--- config.mk ---
export PLATFORM = sky130hd
export DESIGN_NAME = multiboot_fallback_seq
export DESIGN_NICKNAME = d
export VERILOG_FILES = /design/src/rtl/multiboot_fallback_seq.sv
export SDC_FILE = /design/constraint.sdc
export NUM_CORES = 1
export LEC_CHECK = 0
export ABC_AREA = 1
export BUFFER_PORTS_ARGS = -buffer_cell sky130_fd_sc_hd__buf_2
export CORE_MARGIN = 4
export CORE_UTILIZATION = 48
export DETAILED_ROUTE_END_ITERATION = 7
export GPL_ROUTABILITY_DRIVEN = 0
export PLACE_DENSITY = 0.8
export SLEW_MARGIN = 30
export SYNTH_ARGS = -nofsm -noshare
export SYNTH_HDL_FRONTEND = slang
export SYNTH_SLANG_ARGS = --single-unit
--- constraint.sdc ---
create_clock -name clk -period 2.79 [get_ports clk]
set_input_delay 0.279 -clock clk [delete_from_list [all_inputs] [get_ports clk]]
set_output_delay 0.279 -clock clk [all_outputs]
set_load 0.02 [all_outputs]
--- src/rtl/multiboot_fallback_seq.sv ---
module multiboot_fallback_seq #(
  parameter int ADDR_W = 24
) (
  input  logic              clk,
  input  logic              rst_n,
  input  logic              hard_reboot,
  input  logic              crc_err,
  input  logic              wdog_timeout,
  input  logic              reset_on_err,
  input  logic              iprog,
  input  logic              cfg_done,
  input  logic [ADDR_W-1:0] multi_addr,
  input  logic [ADDR_W-1:0] fallback_addr,
  output logic [ADDR_W-1:0] start_addr,
  output logic              restart_req,
  output logic [3:0]        strike_cnt,
  output logic              init_low,
  output logic              done_low
);
  localparam logic [3:0] FIRST_LIM = 4'd3;
  localparam logic [3:0] WRAP_LIM  = 4'd6;
  localparam logic [3:0] FINAL_LIM = 4'd9;

  typedef enum logic [2:0] {S_HDR, S_MULTI, S_FALL, S_BOOTED, S_HALT} st_t;

  st_t              st_q, st_d;
  logic             round2_q, round2_d;
  logic [3:0]       cnt_q, cnt_d;
  logic [ADDR_W-1:0] addr_q, addr_d;
  logic             rs_d, rs_q;

  wire       hit = wdog_timeout | (crc_err & reset_on_err);
  wire [3:0] inc = cnt_q + 4'd1;

  always_comb begin
    st_d = st_q; round2_d = round2_q; cnt_d = cnt_q; addr_d = addr_q; rs_d = 1'b0;
    case (st_q)
      S_HDR:
        if (hit) begin
          cnt_d = inc;
          if (inc >= (round2_q ? FINAL_LIM : FIRST_LIM)) st_d = S_HALT;
          else begin addr_d = '0; rs_d = 1'b1; end
        end else if (iprog) begin
          st_d = S_MULTI; addr_d = multi_addr; rs_d = 1'b1;
        end
      S_MULTI:
        if (hit) begin
          cnt_d = inc;
          if (round2_q && inc >= FINAL_LIM) st_d = S_HALT;
          else if (round2_q || inc >= FIRST_LIM) begin
            st_d = S_FALL; addr_d = fallback_addr; rs_d = 1'b1;
          end else begin
            addr_d = multi_addr; rs_d = 1'b1;
          end
        end else if (cfg_done) st_d = S_BOOTED;
      S_FALL:
        if (hit) begin
          cnt_d = inc;
          if (round2_q) begin
            if (inc >= FINAL_LIM) st_d = S_HALT;
            else begin addr_d = fallback_addr; rs_d = 1'b1; end
          end else if (inc >= WRAP_LIM) begin
            st_d = S_HDR; round2_d = 1'b1; addr_d = '0; rs_d = 1'b1;
          end else begin
            addr_d = fallback_addr; rs_d = 1'b1;
          end
        end else if (cfg_done) st_d = S_BOOTED;
      default: ;
    endcase
  end

  always_ff @(posedge clk or negedge rst_n) begin
    if (!rst_n) begin
      st_q <= S_HDR; round2_q <= 1'b0; cnt_q <= '0; addr_q <= '0; rs_q <= 1'b0;
    end else if (hard_reboot) begin
      st_q <= S_HDR; round2_q <= 1'b0; cnt_q <= '0; addr_q <= '0; rs_q <= 1'b0;
    end else begin
      st_q <= st_d; round2_q <= round2_d; cnt_q <= cnt_d; addr_q <= addr_d; rs_q <= rs_d;
    end
  end

  assign start_addr  = addr_q;
  assign restart_req = rs_q;
  assign strike_cnt  = cnt_q;
  assign init_low    = (st_q == S_HALT);
  assign done_low    = (st_q == S_HALT);

  assert_reboot_clear_R1: assert property (@(posedge clk) disable iff (!rst_n)
    hard_reboot |=> (strike_cnt == 4'd0 && start_addr == '0 && !restart_req));

  assert_crc_gated_R3: assert property (@(posedge clk) disable iff (!rst_n)
    (crc_err && !reset_on_err && !wdog_timeout && !hard_reboot) |=> $stable(strike_cnt));

  assert_halt_frozen_R8: assert property (@(posedge clk) disable iff (!rst_n)
    (init_low && !hard_reboot) |=> (init_low && done_low && $stable(strike_cnt) && !restart_req));

  assert_count_max_R10: assert property (@(posedge clk) disable iff (!rst_n)
    strike_cnt <= FINAL_LIM);

  assert_count_step_R10: assert property (@(posedge clk) disable iff (!rst_n)
    !hard_reboot |=> (strike_cnt == $past(strike_cnt) || strike_cnt == $past(strike_cnt) + 4'd1));

  assert_restart_cause_R11: assert property (@(posedge clk) disable iff (!rst_n)
    restart_req |-> $past(crc_err || wdog_timeout || iprog));
endmodule

==> impl_metrics.toml <==
[routing]
drtAntennaViolNets = 0
first_pass_iters = 6
routed_wl_mm = 5.479
drc = 0
vias_per_cell = 5.189
wl_per_cell_um = 12.65
drt_iter0_drc = 158
vias = 2247

[synth]
synth_seq_cells = 33
ys_warn_count = 0
ys_types = 28
syn_inst = 300
yosysSeqAreaShare_pct = 40.22
synth_compound_area_share_pct = 4.753
syn_area_um2 = 2053
syn_area_per_cell_um2 = 6.844
synthMuxAreaShare_pct = 0
synth_top_area_share_pct = 40.22
synth_largest_area_cell = "dfrtp_1"
yosys.area_share.simple_pct = 44.73
synth_area_leaders = "dfrtp_1, nand2_1, nand3_1"
synth_top_family_by_area = "simple AND/OR/NAND/NOR gates"
syn_nets = 361
synth_xor_area_share_pct = 0
synth_fa_ha_area_share_pct = 3.047

[timing]
tightest_slew_ns = 0.7292
fin_worst_skew_ns = 0.008644
slew_violations = 0
fin_hold_ws_ns = 0.04829
setup_tns_ns = 0
setup_viol = 0
fmax_ghz = 0.4325
rsz0062_at_grt = "false"
finalHoldViolations = 0
fin_crit_ns = 2.312
maxSlewHeadroom_pct = 51.39
post-route-period-util_pct = 82.88

[pwr]
ir_drop_v = 0.0005121
pwr_density_cell_nw_per_um2 = 873.8
p_leak_nw = 1.582

[clock_tree]
hold_buffers = 0
cts_setup_buffers = 0
clockBufferDepth = 2
clk_latency_ns = 0.28
cts_tree = "built"
ctsHtreeMaxLevel = 2
clock-sinks = 33
cts_buffers = 5
post_cts_resized = 0
clkSlewWorstSetupHoldPaths_ns = 0.07
cts_root_buf = "clkbuf_8"

[finish]
n_antenna_cell = 0
fin_nets = 445
syn2layout_area_growth_pct = 24.92
final_cell_mix = "nand2_1, buf_2, nand3_1, dfrtp_1, inv_1"
drive_gt1_share_pct = 27.68
fillers = 393
mostFrequentLayoutCell = "nand2_1"

[critical_path]
end_kind = "flip-flop"
r2r-end = "start_addr[23]$_DFFE_PN0P_"
path_class = "flip-flop to flip-flop"
rr_startpoint = "strike_cnt[0]$_DFFE_PN0P_"
path_max_fanout = 24
rr_worst_depth = 13
cp-start-kind = "flip-flop"
worstPathArrival_ns = 2.52
critPathRequiredTime_ns = 3.00
r2r_slack_ns = 0.48

[floorplanning]
row_count = 23
dieHeight_um = 73.40
start_util_pct = 50.60
core_um2 = 4058
die_area_um2 = 5388
ios = 87
die_width_um = 73.40

[outcome]
status = "finished, final reports clean"

[global_route]
grt_use_total_pct = 20.98
grt_pass1_vias = 2029
antenna_found_initial = 0
grt_pass1_wl_mm = 8.811
grt_start_max_net_pins = 34
grt_overflow = 0

[place]
dp_hpwl_mm = 4.138
port_buffers = 86

[job]
drv_cap = 0

[min_path]
hp-class = "primary input to asynchronous set/reset pin"
-- final cells by class --
cell class	count	area (um2)	share of cell area [%]
Clock buffer	5	68.82	2.683
Clock inverter	1	5.005	0.1951
Inverter	19	71.32	2.780
Multi-Input combinational cell	236	1079	42.05
Sequential cell	33	825.8	32.20
Tap cell	50	62.56	2.439
Timing Repair Buffer	89	452.9	17.66
-- sequential cells by signal, summed over array words and instances (netlist names) --
name,flops
st_q,3
restart_req,1
start_addr,24
round2_q,1
strike_cnt,4
-- metal layers --
metal  GRT usage [%]  routed length [um]
met2           35.15                2625
met3           4.651                 397
met4           10.46                 193
met1           25.28                2262
met5               0                   0
-- cells in the mapped netlist --
cell type	number
a21oi_2	1
a21oi_4	1
buf_2	5
buf_4	3
buf_6	2
clkbuf_1	2
clkinv_1	1
dfrtp_1	33
ha_1	5
inv_1	16
inv_2	2
nand2_1	153
nand2_2	1
nand3_1	44
nand3_4	1
nand3b_1	1
nand4_1	3
nor2_1	6
nor2_2	2
nor3_1	2
nor3_2	1
o211ai_1	1
o21ai_0	6
o21ai_2	1
o22ai_1	3
o31ai_1	1
or2_1	2
or2_2	1
-- through the flow --
stage / utilization, % / std cells / setup WS (ns) / power, W / area (um2)
6_report: 63.21 / 433 / 0.4777 / 0.002241 / 2565
4_1_cts: 63.21 / 433 / 0.4994 / 0.002257 / 2565
3_3_place_gp: 61.39 / 427 / 0.6092 / 0.001892 / 2491
2_1_floorplan: - / 300 / 0.6819 / 0.001610 / 2053
3_5_place_dp: 61.39 / 427 / 0.5272 / 0.001924 / 2491
5_1_grt: 63.21 / 433 / 0.2827 / 0.002422 / 2565
-- worst max path at each step --
stage	startpoint	end	slack (ns)	cells past startpoint
floorplan	strike_cnt[0]$_DFFE_PN0P_	start_addr[10]$_DFFE_PN0P_	0.68	13
global placement	strike_cnt[0]$_DFFE_PN0P_	start_addr[22]$_DFFE_PN0P_	0.61	13
detailed placement	strike_cnt[0]$_DFFE_PN0P_	start_addr[22]$_DFFE_PN0P_	0.53	13
CTS	strike_cnt[0]$_DFFE_PN0P_	start_addr[22]$_DFFE_PN0P_	0.50	13
global route	strike_cnt[0]$_DFFE_PN0P_	start_addr[12]$_DFFE_PN0P_	0.28	12
finish	strike_cnt[0]$_DFFE_PN0P_	start_addr[23]$_DFFE_PN0P_	0.48	13
-- worst max-delay path, cell delays in order (launching register included) --
cell     delay (ns)
dfrtp_1        0.46
inv_1          0.15
ha_1           0.35
or2_2          0.31
nand3_1        0.07
nand2_1        0.08
nand2_1        0.09
nand2_1        0.05
nand2_1        0.05
buf_4          0.26
nand3_1        0.11
nand2_1        0.08
nand3_1        0.07
nand2_1        0.10
-- cells by family after synthesis --
group                    count (synthesis)
AO/OA/AOI/OAI                           14
adder cells (fa/ha/maj)                  5
buffers and inverters                   31
flip-flops                              33
AND/OR/NAND/NOR                        217
-- where the power goes --
group          switching, W  total [W]  leakage (nW)  internal (W)
Sequential        0.0000925   0.000704         0.450      0.000611
Clock              0.000162   0.000326        0.0399      0.000164
Combinational      0.000834    0.00121          1.09      0.000378
Total               0.00109    0.00224          1.58       0.00115
(Power assumes the default switching activity.)
